## src/rtl/ws_pkg.sv

```systemverilog
package ws_pkg;
  // Slot index reached by stepping 'step' places past 'base' in a ring of 'n'.
  function automatic int ring_step(input int base, input int step, input int n);
    return (base + step) % n;
  endfunction
endpackage

```

## src/rtl/ws_stall_timer.sv

```systemverilog
module ws_stall_timer #(
  parameter int LOAD_LAT = 600,
  localparam int CW = $clog2(LOAD_LAT + 1)
) (
  input  logic clk,
  input  logic rst_n,
  input  logic load_go,
  input  logic load_back,
  output logic stalled
);
  logic [CW-1:0] remain_q;

  always_ff @(posedge clk) begin
    if (!rst_n) begin
      remain_q <= '0;
    end else if (load_go) begin
      remain_q <= CW'(LOAD_LAT);
    end else if (load_back) begin
      remain_q <= '0;
    end else if (remain_q != '0) begin
      remain_q <= remain_q - CW'(1);
    end
  end

  assign stalled = (remain_q != '0);

  // a new load parks the warp, even when a return arrives in the same cycle
  p_load_parks_r4: assert property (@(posedge clk) disable iff (!rst_n)
    load_go |=> stalled);
  // a return without a new load releases the warp
  p_return_frees_r7: assert property (@(posedge clk) disable iff (!rst_n)
    (load_back && !load_go) |=> !stalled);
  // an idle warp stays free until a load arrives
  p_idle_stays_r4: assert property (@(posedge clk) disable iff (!rst_n)
    (!stalled && !load_go) |=> !stalled);
endmodule

```

## src/rtl/ws_rr_pick.sv

```systemverilog
module ws_rr_pick
  import ws_pkg::*;
#(
  parameter int N  = 12,
  parameter int IW = 4
) (
  input  logic [N-1:0]  elig,
  input  logic [IW-1:0] last_id,
  output logic          grant_vld,
  output logic [IW-1:0] grant_id
);
  always_comb begin
    grant_vld = 1'b0;
    grant_id  = '0;
    // Walk from farthest to nearest so that the nearest eligible slot wins.
    for (int k = N; k >= 1; k--) begin
      if (elig[ring_step(int'(last_id), k, N)]) begin
        grant_vld = 1'b1;
        grant_id  = IW'(ring_step(int'(last_id), k, N));
      end
    end
  end
endmodule

```

## src/rtl/warp_sched.sv

```systemverilog
module warp_sched #(
  parameter int TOTAL_SLOTS = 48,
  parameter int NUM_SCHED   = 4,
  parameter int LOAD_LAT    = 600,
  localparam int N  = TOTAL_SLOTS / NUM_SCHED,
  localparam int IW = (N > 1) ? $clog2(N) : 1
) (
  input  logic          clk,
  input  logic          rst_n,
  input  logic [N-1:0]  warp_valid,
  input  logic [N-1:0]  warp_active,
  input  logic          ld_issue,
  input  logic          ld_ret_vld,
  input  logic [IW-1:0] ld_ret_wid,
  output logic          issue_vld,
  output logic [IW-1:0] issue_wid
);
  logic [N-1:0]  parked;
  logic [N-1:0]  elig;
  logic [IW-1:0] last_q;

  for (genvar g = 0; g < N; g++) begin : g_slot
    logic go_w, back_w;
    assign go_w   = issue_vld && ld_issue && (issue_wid == IW'(g));
    assign back_w = ld_ret_vld && (ld_ret_wid == IW'(g));
    ws_stall_timer #(.LOAD_LAT(LOAD_LAT)) u_timer (
      .clk       (clk),
      .rst_n     (rst_n),
      .load_go   (go_w),
      .load_back (back_w),
      .stalled   (parked[g])
    );
  end

  assign elig = warp_valid & warp_active & ~parked;

  ws_rr_pick #(.N(N), .IW(IW)) u_pick (
    .elig      (elig),
    .last_id   (last_q),
    .grant_vld (issue_vld),
    .grant_id  (issue_wid)
  );

  always_ff @(posedge clk) begin
    if (!rst_n) begin
      last_q <= IW'(N - 1);
    end else if (issue_vld) begin
      last_q <= issue_wid;
    end
  end

  // only an eligible warp issues
  p_pick_eligible_r1: assert property (@(posedge clk) disable iff (!rst_n)
    issue_vld |-> (warp_valid[issue_wid] && !parked[issue_wid]));
  // an inactive warp is never picked
  p_inactive_skip_r9: assert property (@(posedge clk) disable iff (!rst_n)
    issue_vld |-> warp_active[issue_wid]);
  // any eligible warp means an issue in this cycle
  p_no_lost_cycle_r5: assert property (@(posedge clk) disable iff (!rst_n)
    (elig != '0) |-> issue_vld);
  // a bubble only when nothing is eligible, and the pointer holds
  p_bubble_hold_r3: assert property (@(posedge clk) disable iff (!rst_n)
    !issue_vld |=> $stable(last_q));
  // the last issuer is repicked only when it is the sole candidate
  p_rotate_r2: assert property (@(posedge clk) disable iff (!rst_n)
    ($countones(elig) > 1) |-> (issue_wid != last_q));
  // the issued ID lies inside the pool
  p_id_range_r10: assert property (@(posedge clk) disable iff (!rst_n)
    issue_vld |-> (int'(issue_wid) < N));
  // a load issue parks the issuing warp on the next cycle
  p_load_parks_top_r4: assert property (@(posedge clk) disable iff (!rst_n)
    (issue_vld && ld_issue) |=> parked[$past(issue_wid)]);
endmodule

```

## config.mk

```make
export PLATFORM = sky130hd
export DESIGN_NAME = warp_sched
export DESIGN_NICKNAME = d
export VERILOG_FILES = /design/src/rtl/ws_pkg.sv /design/src/rtl/ws_stall_timer.sv /design/src/rtl/ws_rr_pick.sv /design/src/rtl/warp_sched.sv
export SDC_FILE = /design/constraint.sdc
export NUM_CORES = 1
export LEC_CHECK = 0
export BUFFER_PORTS_ARGS = -buffer_cell sky130_fd_sc_hd__buf_2
export CORE_ASPECT_RATIO = 0.9
export CORE_MARGIN = 1
export CORE_UTILIZATION = 47
export DETAILED_ROUTE_END_ITERATION = 6
export GPL_ROUTABILITY_DRIVEN = 1
export SYNTH_ARGS = -nofsm -noshare
export SYNTH_HDL_FRONTEND = slang
export SYNTH_HIERARCHICAL = 1
export SYNTH_SLANG_ARGS = --single-unit
```

## constraint.sdc

```tcl
create_clock -name clk -period 7.95 [get_ports clk]
set_clock_uncertainty 0.2 [all_clocks]
set_input_delay 0.3975 -clock clk [delete_from_list [all_inputs] [get_ports clk]]
set_output_delay 0.3975 -clock clk [all_outputs]
set_load 0.01 [all_outputs]
```

==> results of run 1 <==
-- cells by family (layout without fill, tap and decap cells) --
group | after synthesis | count (layout)
AOI/OAI and AO/OA | 277 | 277
xor gates and xnor gates | 23 | 23
adders and majority gates | 41 | 41
buffers and inverters | 105 | 135
DFF | 124 | 124
muxes | 57 | 57
and+or+nand+nor | 532 | 532
-- cell usage in the layout, fill, tap and decap left out, drive strengths merged, types with 17 or more instances in the layout --
cell / count
nor2: 142
nand2b: 37
o21ai: 77
nand2: 101
or3: 25
mux2i: 38
nand3b: 17
inv: 67
ha: 41
or2: 27
nand3: 21
nor4: 43
clkbuf: 23
dfxtp: 124
or4: 27
a21oi: 80
xnor2: 21
buf: 38
nor3: 26
-- routing by layer --
| layer | global-route usage (%) | vias up | share of wire (%) |
|---|---|---|---|
| li1 | - | 4308 | - |
| met1 | 33.1 | 3797 | 52 |
| met2 | 33.0 | 192 | 41 |
| met3 | 4.46 | 25 | 5.2 |
| met4 | 7.33 | 0 | 1.5 |
| met5 | 0 | - | 0 |
-- worst reg2reg max path, delay by kind of cell (launching register included) --
| family | cells | cell delay, ns |
|---|---|---|
| flops | 1 | 0.86 |
| compound gates | 5 | 1.23 |
| fa+ha+maj | 2 | 0.77 |
| simple gates | 11 | 3.03 |
-- final cells by class --
type / count / area share [%]
multi-input cells: 930 / 61.9
well taps: 245 / 3.08
repair buffers: 38 / 1.96
flip-flops and latches: 124 / 24.9
inverters: 67 / 2.53
clock buffers: 23 / 4.90
clock inverters: 7 / 0.654
-- cells in the mapped netlist (all sizes together) (4+ instances only) --
master	number	area (sq um)
a2111o	12	135
a211oi	15	113
a21o	7	52.6
a21oi	80	408
a22oi	4	43.8
a31oi	4	25.0
a32o	12	120
and2	7	43.8
and3	8	50.1
buf	23	129
clkbuf	15	56.3
dfxtp	124	2480
ha	41	513
inv	67	251
mux2	8	90.1
mux2i	38	380
mux4	11	248
nand2	101	379
nand2b	37	231
nand3	21	105
nand3b	17	128
nand4	5	31.3
nor2	142	543
nor2b	7	43.8
nor3	26	135
nor3b	5	37.5
nor4	43	269
nor4b	14	123
o21a	15	113
o21ai	77	385
o31ai	15	113
or2	27	169
or3	25	156
or3b	4	37.5
or4	27	251
or4b	13	130
xnor2	21	184
-- through the flow --
stage	area [sq um]	hold slack, ns	instances	total power [mW]
2_1_floorplan	9080	0.259	1159	3.61
3_3_place_gp	9400	0.312	1404	4.26
3_5_place_dp	9400	0.319	1404	4.26
4_1_cts	9950	0.285	1434	5.03
5_1_grt	9950	0.327	1434	5.50
6_report	9950	0.312	1434	5.03
-- worst max path at each step --
stage                    from                            end  slack, ns  depth (start not counted)
finish              last_q[3]  g_slot[8].u_timer/remain_q[5]       1.79                         18
global route        last_q[3]  g_slot[4].u_timer/remain_q[7]       1.39                         19
CTS                 last_q[3]  g_slot[3].u_timer/remain_q[7]       1.86                         18
detailed placement  last_q[3]  g_slot[3].u_timer/remain_q[7]       1.87                         18
global placement    last_q[3]  g_slot[9].u_timer/remain_q[5]       1.86                         18
floorplan           last_q[1]  g_slot[9].u_timer/remain_q[5]       2.54                         22
-- state kept, by name, indices dropped and copies added (netlist names) --
| signal | count |
|---|---|
| last_q | 4 |
| g_slot.u_timer/remain_q | 120 |
-- power groups by stage --
stage / sequential [mW] / combinational [mW] / clock, mW
after global placement: 1.11 / 3.14 / 0
after global routing: 1.16 / 3.56 / 0.784
after floorplan: 1.02 / 2.59 / 0
after CTS: 1.11 / 3.16 / 0.756
final: 1.12 / 3.18 / 0.736
after detailed placement: 1.12 / 3.14 / 0
==> metrics.md, run 1 <==
| Metric | Value |
|---|---|
| Post-synthesis cell type count | 75 |
| Clk buf depth | 2 |
| Initial antenna violation count | 0 |
| Multi-input logic area | 6170 sq um |
| DRT iter0 DRCs | 581 |
| RSZ-0062 raised after global routing | no |
| Share of layout cells above drive strength 1 | 10.8% |
| Clock power frac | 14.6% |
| Sw frac | 47.5% |
| Psw | 2.39 mW |
| Yosys reg bits | 124 |
| Post-synth EDFFs | 0 |
| Max incr delay on CP | 0.86 ns |
| WL final | 22000 microns |
| End of the worst register-to-register path | g_slot[8].u_timer/remain_q[5] |
| Final period util | 77.4% |
| YS warnings | 6 |
| Final setup vio count | 0 |
| Register share of total power | 22.2% |
| Reg2Reg Depth | 18 |
| Static Leak | 4.09 nW |
| CP required | 8.10 ns |
| Fin Setup TNS | 0 ns |
| Share of the core filled with cells | 53.4% |
| Synth Area in Adders | 5.65% |
| Largest net degree at the start of global routing | 29 |
| Final Slew Violations | 0 |
| N_diodes | 0 |
| Synthesized area | 9080 sq um |
| Num CTS Buffers | 17 |
| Post-CTS Hold Fix Bufs | 0 |
| Largest family of logic cells by synthesized area | simple AND/OR/NAND/NOR gates |
| Max-Cap Viols | 0 |
| Clock Tree Root | clkbuf_16 |
| Final HPWL DP | 16400 microns |
| Hold_sp | rst_n |
| Relative slew slack | 44.9% |
| # clock sinks | 124 |
| # DRC | 0 |
| Syn Nets | 1232 |
| H-tree depth | 4 |
| Data arrival, critical path | 6.30 ns |
| Die Span Y | 134 microns |
| Fmax | 162 MHz |
| Buf/Inv on CP | 0 |
| Nets | 1251 |
| TritonRoute pass-1 iters | 5 |
| Maximum VDD drop | 0.225 mV |
| CTS tree | yes |
| Status | complete, no violations |
| WHS Endpoint | last_q[0] |
| WS Path Type | register to register |
| Worst reg-to-reg setup slack | 1.79 ns |
| Setup ws final | 1.79 ns |
| Final Wtd Congestion | 0.978 |
| Synth Area in Compound Gates | 20.3% |
| Vias per Instance | 5.80 |
| Register area share after synthesis | 27.3% |
| Top FF cell, synth | dfxtp_1 |
| Hold path cells | 2 |
| Core area | 18600 sq um |
| Crit path capture type | register |
| DR vias | 8322 |
| Final Hold Viols | 0 |
| Global-route wire length before repair | 36200 microns |
| Reg-to-reg startpoint | last_q[3] |
| Setup Buffers After CTS | 0 |
| HP Class | input pin to register |
| Total die area | 19900 sq um |
| Antenna viol nets, final | 0 |
| Fillers | 1783 |
| Min Tclk post-route | 6.16 ns |
| I/O pin count | 37 |
| Cell-internal power | 2.64 mW |
| Rows | 47 |
| Die X | 149 microns |
| Pre-CTS setup slack | 1.87 ns |
| Delay-heaviest family, CP | simple AND/OR/NAND/NOR gates |
| Clock latency on the worst-skew pair | 0.42 ns |
| Combinational Power Share | 63.2% |
| Slowest CP cell | dfxtp_1 |
| Simple-gate area share of the yosys netlist | 31.8% |
| Post_cts resized | 0 |
| Clock transition at the registers of the reported paths | 0.06 ns |
| Overall routing resource usage | 22.7% |
| Worst Setup Start Kind | register |
| Syn Inst Count | 1159 |
| Initial Util | 48.7% |
| Reg area | 2480 sq um |
| Post-synthesis mux area share | 7.91% |
| Pwr dens | 506 nW/um^2 |
| Port Buffers | 36 |
| Vias in the first global route | 7196 |
| P&R area growth vs syn | 9.57% |
| Routed len/inst | 15.4 microns |
| CP cell instances | ha_1 -> and2_1 -> nor2_1 -> ha_1 -> or4b_1 -> o32a_1 -> nand3_1 -> a21oi_1 -> a31oi_1 -> and2_1 -> nand4_1 -> nor4_1 -> nand4_1 -> nand2_1 -> nor4_1 -> or2_2 -> a2111o_1 -> o21ai_0 |
| Grt ovf | 0 |
| Post-Synth XOR/XNOR Area | 2.22% |
| Mapped Avg Cell Area | 7.84 sq um |
| Async set-reset flop share out of synthesis | 0% |
| Slew @ Worst Pin | 0.826 ns |
| CP max FO | 25 |
Power figures use the tool's default switching activity.
==> inputs of run 2 (changes only) <==
==> constraint.sdc (replaced) <==
create_clock -name clk -period 6 [get_ports clk]
set_clock_uncertainty 0.2 [all_clocks]
set_input_delay 0.3 -clock clk [delete_from_list [all_inputs] [get_ports clk]]
set_output_delay 0.3 -clock clk [all_outputs]
set_load 0.01 [all_outputs]
==> run 2 against run 1 <==
Register-to-register slack got worse by 1.5 ns; global-route usage rose by 0.98 points; power increased by 39%; first-iteration DRC count fell by 6.4%; maximum frequency rose by 8.8%; core utilization is 1.4 points higher; count of clock-buffer cells in the layout did not move; wire length increased by 2.5%; die area is the same; critical endpoint is now g_slot[11].u_timer/remain_q[5]; largest power group unchanged.
==> metrics.md, run 2 (synthesized netlist as in run 1, its figures left out) <==
| Metric | Value |
|---|---|
| Status | complete, no violations |
| Hold Worst Slack | 0.159 ns (-0.153 ns) |
| Busiest metal layer after global routing | met2 |
| DR vias | 8482 (+1.9%) |
| Worst Setup Start Kind | register |
| Placed instance area | 9540 sq um (+1.4%) |
| Vias in the first global route | 7526 (+4.6%) |
| Max-Cap Viols | 0 (unchanged) |
| CP required | 6.13 ns (-1.97 ns) |
| Setup Buffers After CTS | 0 (unchanged) |
| Final HPWL DP | 17100 microns (+4.2%) |
| Pre-CTS setup slack | 0.354 ns (-1.52 ns) |
| Post-CTS Hold Fix Bufs | 0 (unchanged) |
| Die X | 149 microns (unchanged) |
| Min Tclk post-route | 5.66 ns (-0.496 ns) |
| Port Buffers | 36 (unchanged) |
| CP cell instances | inv_1 -> ha_1 -> a21o_1 -> nor2_1 -> ha_1 -> or3b_2 -> o22ai_1 -> mux2i_1 -> a22o_1 -> and2_0 -> nor3b_1 -> or4_1 -> a311o_1 -> o311a_1 -> nand2b_1 -> nor3_1 -> or2_2 -> a2111o_1 -> o21ai_0 |
| I/O pin count | 37 (unchanged) |
| Slowest CP cell | dfxtp_1 |
| Final setup vio count | 0 (unchanged) |
| # DRC | 0 (unchanged) |
| Crit path capture type | register |
| Pwr dens | 685 nW/um^2 (+35%) |
| M1 GR Usage | 34.2% (+1.0 points) |
| RSZ-0062 raised after global routing | yes |
| Overall routing resource usage | 23.7% (+0.98 points) |
| Clock Tree Root | clkbuf_16 |
| GR Util met3 | 4.56% (+0.10 points) |
| Commonest non-fill, non-tap cell in the layout | nor2_1 |
| Max FFs per register | 120 (unchanged) |
| Largest registers | g_slot.u_timer/remain_q: 120 flops, last_q: 4 flops |
| Clock latency on the worst-skew pair | 0.42 ns (about the same) |
| Clk buf depth | 2 (unchanged) |
| Share of the core filled with cells | 54.8% (+1.4 points) |
| # clock sinks | 124 (unchanged) |
| CTS tree | yes |
| Final Hold Viols | 0 (unchanged) |
| H-tree depth | 4 (unchanged) |
| Initial antenna violation count | 0 (unchanged) |
| Fin Setup TNS | 0 ns (unchanged) |
| Nets | 1269 (+1.4%) |
| Relative slew slack | 57.5% (+13 points) |
| Core area | 18600 sq um (unchanged) |
| Reg with most FFs | g_slot.u_timer/remain_q |
| Setup ws final | 0.339 ns (-1.45 ns) |
| Max incr delay on CP | 0.57 ns (-0.29 ns) |
| Maximum VDD drop | 0.219 mV (-2.9%) |
| Initial Util | 48.7% (unchanged) |
| Grt ovf | 0 (unchanged) |
| Largest net degree at the start of global routing | 29 (unchanged) |
| Static Leak | 4.23 nW (+3.3%) |
| Global-route wire length before repair | 37700 microns (+3.9%) |
| Clock transition at the registers of the reported paths | 0.06 ns (about the same) |
| Num CTS Buffers | 17 (unchanged) |
| Met2 Track Usage GR | 35.4% (+2.4 points) |
| Antenna viol nets, final | 0 (unchanged) |
| WL final | 22600 microns (+2.5%) |
| Final Slew Violations | 0 (unchanged) |
| Die Span Y | 134 microns (unchanged) |
| P&R area growth vs syn | 12.4% |
| TritonRoute pass-1 iters | 5 (unchanged) |
| Slew @ Worst Pin | 0.638 ns (-0.188 ns) |
| Share of layout cells above drive strength 1 | 12.7% (+1.9 points) |
| Fillers | 1814 (+1.7%) |
| Data arrival, critical path | 5.79 ns (-0.51 ns) |
| HP Class | input pin to register |
| Final Wtd Congestion | 0.970 (-0.78%) |
| Total die area | 19900 sq um (unchanged) |
| CP max FO | 13 (-48%) |
| DRT iter0 DRCs | 544 (-6.4%) |
| Final period util | 94.3% (+17 points) |
| Most frequent cells in the layout | nor2_1 (139), dfxtp_1 (124), nand2_1 (101), a21oi_1 (78), o21ai_0 (75) |
| Finished Cell Area | 10200 sq um (+2.6%) |
| Rows | 47 (unchanged) |
| Routed len/inst | 15.5 microns (+1.0%) |
| Vias per Instance | 5.83 (+0.52%) |
| Fmax | 177 MHz (+8.8%) |
| N_diodes | 0 (unchanged) |
| WS Path Type | register to register |
| CP dominant cell by count | ha_1 |
## run 2: path summary, 6_finish.rpt
kind,start,end,depth (start not counted),slack [ns]
max reg2reg,last_q[3],g_slot[11].u_timer/remain_q[5],19,0.34
max,last_q[3],g_slot[11].u_timer/remain_q[5],19,0.34
min reg2reg,g_slot[7].u_timer/remain_q[1],g_slot[7].u_timer/remain_q[1],2,0.32
min,rst_n,last_q[0],2,0.16
## run 2: area by class of cell
class / instances / area, sq um / share of cell area [%]
clock inverter: 9 / 158 / 1.54
multi-input combinational: 930 / 6180 / 60.6
tap: 245 / 307 / 3.00
inverter: 67 / 251 / 2.46
clock buffer: 23 / 498 / 4.88
timing repair buffer: 56 / 330 / 3.23
sequential: 124 / 2480 / 24.3
## run 2: critical path: cells and delay by family, from the launching register on
kind,cells,cell delay [ns]
adder cells (fa/ha/maj),2,0.57
buffers and inverters,1,0.21
flip-flops,1,0.57
AO/OA/AOI/OAI,7,1.77
AND/OR/NAND/NOR,8,2.11
multiplexers,1,0.12
## run 2: report_power, final
group / switching, mW / internal (mW)
Clock: 0.385 / 0.752
Combinational: 2.50 / 1.89
Sequential: 0.346 / 1.12
Total: 3.23 / 3.76
## run 2: layer usage
metal  part of all wire (%)  routed length [microns]  vias up
li1                       -                        -     4353
met1                     51                    11600     3943
met2                     42                     9570      163
met3                    4.5                     1020       23
met4                    1.6                      359        0
met5                      0                        0        -
## run 2: repair_timing
action / 4_1_cts / 5_1_grt
resized for setup: 0 / 4
setup endpoints to repair: 0 / 12
endpoints found under the hold margin: 0 / 0
## run 2: through the flow
stage	instances	total power, mW
6_report	1454	6.99
5_1_grt	1454	7.63
4_1_cts	1454	6.97
3_5_place_dp	1422	5.79
3_3_place_gp	1422	5.79
2_1_floorplan	1159	4.78
